File: src/rtl/lfsr_pat_pkg.sv
package lfsr_pat_pkg;
  localparam int unsigned DEF_LANES  = 20;
  localparam int unsigned DEF_LFSR_W = 5;
  localparam int unsigned DEF_TAP_LO = 2;
  localparam logic [DEF_LANES-1:0] DEF_SEED = 20'h695A7;

  typedef enum logic [1:0] {
    GEN_IDLE    = 2'b00,
    GEN_STALL   = 2'b01,
    GEN_ADVANCE = 2'b11
  } gen_mode_e;
endpackage

File: src/rtl/lfsr_pat_lane.sv
module lfsr_pat_lane #(
  parameter int unsigned W      = 5,
  parameter int unsigned TAP_LO = 2
) (
  input  logic clk,
  input  logic rst,
  input  logic adv,
  input  logic seed_bit,
  output logic msb
);
  localparam logic [W-2:0] LOW_INIT = {{(W-2){1'b0}}, 1'b1};

  logic [W-1:0] state_q;
  logic         fb;

  assign fb  = state_q[W-1] ^ state_q[TAP_LO];
  assign msb = state_q[W-1];

  always_ff @(posedge clk) begin
    if (rst) begin
      state_q <= {seed_bit, LOW_INIT};
    end else if (adv) begin
      state_q <= {state_q[W-2:0], fb};
    end
  end
endmodule

File: src/rtl/lfsr_pat_phase.sv
module lfsr_pat_phase #(
  parameter int unsigned PERIOD = 31
) (
  input  logic clk,
  input  logic rst,
  input  logic adv,
  output logic at_start
);
  localparam int unsigned CW = (PERIOD > 1) ? $clog2(PERIOD) : 1;
  localparam logic [CW-1:0] LAST = CW'(PERIOD - 1);

  logic [CW-1:0] cnt_q;

  always_ff @(posedge clk) begin
    if (rst) begin
      cnt_q <= '0;
    end else if (adv) begin
      cnt_q <= (cnt_q == LAST) ? '0 : cnt_q + 1'b1;
    end
  end

  assign at_start = (cnt_q == '0);
endmodule

File: src/rtl/lfsr_pat_out.sv
module lfsr_pat_out
  import lfsr_pat_pkg::*;
#(
  parameter int unsigned LANES = 20
) (
  input  logic             run,
  input  logic             ready,
  input  logic [LANES-1:0] raw_word,
  input  logic             at_start,
  output logic [LANES-1:0] data,
  output logic             valid,
  output logic             first,
  output logic             adv
);
  gen_mode_e mode;

  always_comb begin
    if (!run)       mode = GEN_IDLE;
    else if (ready) mode = GEN_ADVANCE;
    else            mode = GEN_STALL;
  end

  assign valid = (mode != GEN_IDLE);
  assign adv   = (mode == GEN_ADVANCE);
  assign data  = valid ? raw_word : '0;
  assign first = valid & at_start;
endmodule

File: src/rtl/lane_lfsr_pattern_gen.sv
module lane_lfsr_pattern_gen
  import lfsr_pat_pkg::*;
#(
  parameter int unsigned     LANES  = DEF_LANES,
  parameter int unsigned     LFSR_W = DEF_LFSR_W,
  parameter int unsigned     TAP_LO = DEF_TAP_LO,
  parameter logic [LANES-1:0] SEED  = DEF_SEED
) (
  input  logic             clk,
  input  logic             rst,
  input  logic             run,
  input  logic             out_ready,
  output logic [LANES-1:0] out_data,
  output logic             out_valid,
  output logic             out_first
);
  localparam int unsigned PERIOD = (1 << LFSR_W) - 1;

  logic [LANES-1:0] raw_word;
  logic             adv;
  logic             at_start;

  for (genvar g = 0; g < LANES; g++) begin : g_lane
    lfsr_pat_lane #(
      .W      (LFSR_W),
      .TAP_LO (TAP_LO)
    ) lane_i (
      .clk      (clk),
      .rst      (rst),
      .adv      (adv),
      .seed_bit (SEED[g]),
      .msb      (raw_word[g])
    );
  end

  lfsr_pat_phase #(
    .PERIOD (PERIOD)
  ) phase_i (
    .clk      (clk),
    .rst      (rst),
    .adv      (adv),
    .at_start (at_start)
  );

  lfsr_pat_out #(
    .LANES (LANES)
  ) out_i (
    .run      (run),
    .ready    (out_ready),
    .raw_word (raw_word),
    .at_start (at_start),
    .data     (out_data),
    .valid    (out_valid),
    .first    (out_first),
    .adv      (adv)
  );
endmodule

File: config.mk
export PLATFORM = sky130hd
export DESIGN_NAME = lane_lfsr_pattern_gen
export DESIGN_NICKNAME = d
export VERILOG_FILES = /design/src/rtl/lfsr_pat_pkg.sv /design/src/rtl/lfsr_pat_lane.sv /design/src/rtl/lfsr_pat_phase.sv /design/src/rtl/lfsr_pat_out.sv /design/src/rtl/lane_lfsr_pattern_gen.sv
export SDC_FILE = /design/constraint.sdc
export NUM_CORES = 1
export LEC_CHECK = 0
export CAP_MARGIN = 15
export CELL_PAD_IN_SITES_DETAIL_PLACEMENT = 1
export CELL_PAD_IN_SITES_GLOBAL_PLACEMENT = 1
export CORE_MARGIN = 2
export CORE_UTILIZATION = 46
export DETAILED_ROUTE_END_ITERATION = 6
export DONT_BUFFER_PORTS = 1
export GPL_TIMING_DRIVEN = 0
export PLACE_DENSITY_LB_ADDON = 0.15
export SLEW_MARGIN = 20
export SYNTH_ARGS = -nofsm -noshare
export SYNTH_HDL_FRONTEND = slang
export SYNTH_SLANG_ARGS = --single-unit
File: constraint.sdc
create_clock -name clk -period 1.61 [get_ports clk]
set_input_delay 0.322 -clock clk [delete_from_list [all_inputs] [get_ports clk]]
set_output_delay 0.322 -clock clk [all_outputs]
set_load 0.02 [all_outputs]
== Yosys cells after proc, flatten, opt, wreduce, memory -nomap -nowiden ==
Index checks and enable logic that the tools add are counted.

* Flip-flop bits (word level): 105
* Latch bits: 0
* RAM bits: 0
* ROM bits: 0
* Input port bits: 4
* Memories kept: 0

* Add/subtract/negate cells: 1
* $mul: 0
* Div/mod/pow operators: 0
* Order comparisons: 0
* Equality and inequality tests: 2
* Shift operators: 0
* Multiplexer cells: 4
* Bitwise operators: 21
* Reductions and logical operators: 2

{| class="wikitable"
|+ Operators with widths
! cell !! count
|-
| 20-bit 2-to-1 mux || 1
|-
| 1-bit bitwise XOR || 20
|-
| 5-bit by 1-bit adder with 5-bit output, second input constant || 1
|-
| 5-bit equality test, second input constant || 1
|-
| 5-bit logical NOT || 1
|-
| 5-bit 2-to-1 mux || 1
|-
| 2-bit 2-to-1 mux || 2
|-
| 2-bit equality test, second input constant || 1
|-
| 2-bit nonzero test || 1
|-
| 1-bit bitwise AND || 1
|}

== Depth between registers and ports, before layout ==
* Depth after elaboration: 4
* Mapped depth: 5
* Gate-level depth less buffers: 5

== Modules after synthesis ==
Synthesis repeated with hierarchy kept, for this count alone.

* Cells, all modules: 454
* Area total of the unflattened synthesis: 4474.3 µm²

{| class="wikitable"
|+ By module, submodules not included
! module !! instances !! cells each !! area each (µm²)
|-
| lfsr_pat_lane || 20 || 20 || 201.4
|-
| lfsr_pat_phase || 1 || 27 || 254.0
|-
| lfsr_pat_out || 1 || 25 || 183.9
|-
| lane_lfsr_pattern_gen || 1 || 2 || 7.5
|}

== Worst setup path before layout ==
OpenSTA, ideal clock, no wires.

* Path kind: reg-to-output
* From: reg phase_i.cnt_q[0]
* To: out out_first
* Arrival time: 1200 ps
* Required time: 1288 ps
* Path slack: 88 ps
* Stages on the path, launching flop included: 5
* Buffers on the path: 0
* Cell sequence: dfxtp_1 > inv_1 > ha_1 > nand2_1 > nor4_1

* Cells in the longest elaborated chain, start to end: 2

{| class="wikitable"
|+ Ends and longest elaborated chain
! what !! line !! text
|-
| start, declared || lfsr_pat_phase.sv:12 || <nowiki>logic [CW-1:0] cnt_q;</nowiki>
|-
| start signal, assigned || lfsr_pat_phase.sv:18 || <nowiki>cnt_q <= (cnt_q == LAST) ? '0 : cnt_q + 1'b1;</nowiki>
|-
| 5-bit logical NOT || lfsr_pat_phase.sv:22 || <nowiki>assign at_start = (cnt_q == '0);</nowiki>
|-
| 1-bit bitwise AND || lfsr_pat_out.sv:26 || <nowiki>assign first = valid & at_start;</nowiki>
|-
| end, declared || lane_lfsr_pattern_gen.sv:15 || <nowiki>output logic out_first</nowiki>
|}

No other way between the ends.

== Worst setup path in the final report ==
Same ends and word-level chain as after synthesis.

==> flow_summary.json <==
{
  "status": "finished, violations left",
  "violations": "setup timing",
  "finalWeightedCongestion": 0.764,
  "placementRows": 34,
  "syn_area_um2": 4060,
  "worstPathArrival_ns": 1.30,
  "reg2reg_depth": 5,
  "post-route-drc-count": 0,
  "die_w_um": 98.0,
  "syn_area_per_cell_um2": 8.29,
  "powerDensity_nw_per_um2": 1070,
  "p_sw_share_pct": 26.7,
  "rsz0062_at_grt": "yes",
  "irDropWorstVdd_uv": 453,
  "stdcell_count": 614,
  "muxShareOfSynthArea_pct": 0,
  "wl_per_cell_um": 16.3,
  "synth_adder_area_share_pct": 0.924,
  "crit_end": "out_first",
  "worst_slack_ns": -0.0108,
  "fin_skew_ns": 0.00809,
  "crit_start": "phase_i.cnt_q[0]",
  "cp_max_fo": 4,
  "routed_via_density": 5.31,
  "synthTopCellsByArea": "dfxtp_1, nand2_1, a21oi_1, xnor2_1, a211o_1",
  "synth_cells": 490,
  "cts_tree": "yes",
  "p_comb_share_pct": 8.9,
  "fin_crit_ns": 1.62,
  "grt_max_degree": 18,
  "cts.path.max_buffers": 2,
  "synth-xor-area-share_pct": 4.74,
  "ys_seq_area_share_pct": 51.7,
  "grt_pass1_wl_um": 17000,
  "start_util_pct": 47.1,
  "fp.coreArea_um2": 8640,
  "layout-drive-gt1-share_pct": 7.71,
  "antenna_left": 0,
  "die-height_um": 98.0,
  "grt_usage_pct": 22.1,
  "hp-class": "in -> reg",
  "crit_type": "reg -> out",
  "synth_enable_flop_cells": 0,
  "maxSlewViolCount": 0,
  "syn-num-nets": 497,
  "htreeDepth": 3,
  "antenna_found_initial": 0,
  "first_pass_iters": 4,
  "cts_buffers": 9,
  "period_share_pct": 101,
  "hold_violations": 0,
  "dr_total_vias": 3258,
  "cts_setup_buffers": 0,
  "ys_ff_latch": 105,
  "ys_types": 23,
  "r2r_end": "phase_i.cnt_q[2]",
  "yosys_most_used_dff": "dfxtp_1",
  "p_switching_mw": 1.26,
  "synth.top_cell.area_share_pct": 51.7,
  "synth_top_family_by_area": "simple AND/OR/NAND/NOR gates",
  "areaGrowthSynthToFinish_pct": 8.31,
  "clk_latency_ns": 0.37,
  "worst_slew_pin_slew_ns": 0.666,
  "pwr-share-clk_pct": 32.5,
  "dp_cells": 598,
  "io_buffers": 0,
  "antenna_cells": 0,
  "yosys_warnings": 0,
  "routed_wl_um": 10000,
  "power.total_mw": 4.73,
  "setup.worst_path.start_class": "flop",
  "synth_compound_area_share_pct": 13.7,
  "max_cap_viol_count": 0,
  "reg2reg_slack_ns": 0.41,
  "seq_power_share_pct": 58.6,
  "dieArea_um2": 9600,
  "required_ns": 1.29,
  "ios": 26,
  "synthTopCellsByCount": "nand2_1, dfxtp_1, a21oi_1",
  "setup_viol": 1,
  "synth.most_common_cell": "nand2_1",
  "maxSlewHeadroom_pct": 55.6,
  "power_leakage_nw": 1.55,
  "synth_simple_gate_area_share_pct": 23.5,
  "synthArstFlopShare_pct": 0,
  "grt_remaining_overflow": 0,
  "crit_path_end_kind": "output port",
  "timing.rr.start": "phase_i.cnt_q[0]",
  "p_int_mw": 3.46,
  "root_buffer": "clkbuf_8",
  "clkSinkCount": 105,
  "hpwl_um": 6760,
  "max_clock_freq_ghz": 0.617,
  "finalNetCount": 508,
  "clk_pin_slew_ns": 0.10,
  "grt_pass1_vias": 3348,
  "drt-initial-drc-count": 75,
  "netlist.top_cell.by_area": "dfxtp_1"
}
## critical path, stage by stage, from the launching register on
cell     delay (ns)
dfxtp_2        0.36
inv_2          0.06
ha_1           0.15
nand2_2        0.07
nor4_4         0.29
## cells by family (layout without fill, tap and decap cells)
logic type / after synthesis / count (layout)
flops: 105 / 105
simple gates: 226 / 226
xor+xnor: 22 / 22
fa+ha+maj: 3 / 3
compound gates: 95 / 95
buf+inv: 39 / 55
## how the worst min path moves through the flow
stage,from,to,slack [ns],cells after the start
final,out_ready,phase_i.cnt_q[2],0.21,3
after global placement,g_lane[4].lane_i.state_q[3],g_lane[4].lane_i.state_q[4],0.44,2
after global routing,out_ready,phase_i.cnt_q[2],0.23,3
after detailed placement,g_lane[15].lane_i.state_q[1],g_lane[15].lane_i.state_q[2],0.45,2
after floorplan,g_lane[11].lane_i.state_q[3],g_lane[11].lane_i.state_q[4],0.43,2
after CTS,out_ready,phase_i.cnt_q[2],0.21,3
## repair_timing
action | CTS | global route
pin swaps | 0 | 0
hold buffers | 0 | 0
resized for setup | 5 | 1
setup endpoints to repair | 1 | 1
## through the flow
| step | utilization (%) | setup TNS (ns) | worst slack, ns | hold slack, ns | instance area [um^2] |
|---|---|---|---|---|---|
| 4_1_cts | 50.9 | -0.0113 | -0.0113 | 0.212 | 4400 |
| 3_3_place_gp | 48.6 | 0 | 0.0155 | 0.438 | 4200 |
| 2_1_floorplan | - | 0 | 0.0883 | 0.432 | 4060 |
| 5_1_grt | 51.0 | -0.109 | -0.109 | 0.233 | 4400 |
| 6_report | 51.0 | -0.0108 | -0.0108 | 0.208 | 4400 |
| 3_5_place_dp | 48.6 | 0 | 0.0126 | 0.446 | 4200 |
## routing by layer
layer | part of all wire [%] | track usage [%] | vias up
li1 | - | - | 1610
met1 | 46 | 28.8 | 1609
met2 | 50 | 38.4 | 33
met3 | 2.8 | 4.29 | 6
met4 | 0.87 | 4.49 | 0
met5 | 0 | 0 | -
## power groups by stage
stage | combinational [mW] | sequential [mW] | clock (mW)
after detailed placement | 0.423 | 2.83 | 0
after floorplan | 0.319 | 2.81 | 0
after global placement | 0.409 | 2.83 | 0
final | 0.420 | 2.77 | 1.54
after global routing | 0.479 | 2.79 | 1.66
after CTS | 0.429 | 2.77 | 1.57
## cell usage in the layout (no fill, tap or decap)
cell type / count
xnor2_1: 21
buf_2: 10
nand2_1: 163
nand3b_1: 11
dfxtp_1: 103
nor2_1: 22
and2_1: 21
o21bai_1: 1
nand2_2: 2
a211o_1: 20
ha_1: 3
clkinvlp_4: 2
buf_1: 1
clkbuf_8: 10
dfxtp_2: 2
xor2_1: 1
nor4_4: 1
buf_6: 8
clkinv_4: 3
o21ai_0: 2
or3_1: 1
nand3_1: 3
inv_2: 1
clkbuf_1: 18
inv_1: 2
a41oi_1: 1
nor3_1: 2
a21oi_1: 71
## state kept, by name (all words and copies together), names as in the netlist
| signal | count |
|---|---|
| phase_i.cnt_q | 5 |
| g_lane.lane_i.state_q | 100 |
## area by class of cell
| type | count | area [um^2] |
|---|---|---|
| Fill cell | 1078 | 4230 |
| Sequential cell | 105 | 2100 |
| Multi-Input combinational cell | 346 | 1760 |
| Buffer | 36 | 208 |
| Clock buffer | 11 | 141 |
| Tap cell | 108 | 135 |
| Clock inverter | 5 | 41.3 |
| Inverter | 3 | 11.3 |
No activity file was read; power rests on OpenSTA's default activity.
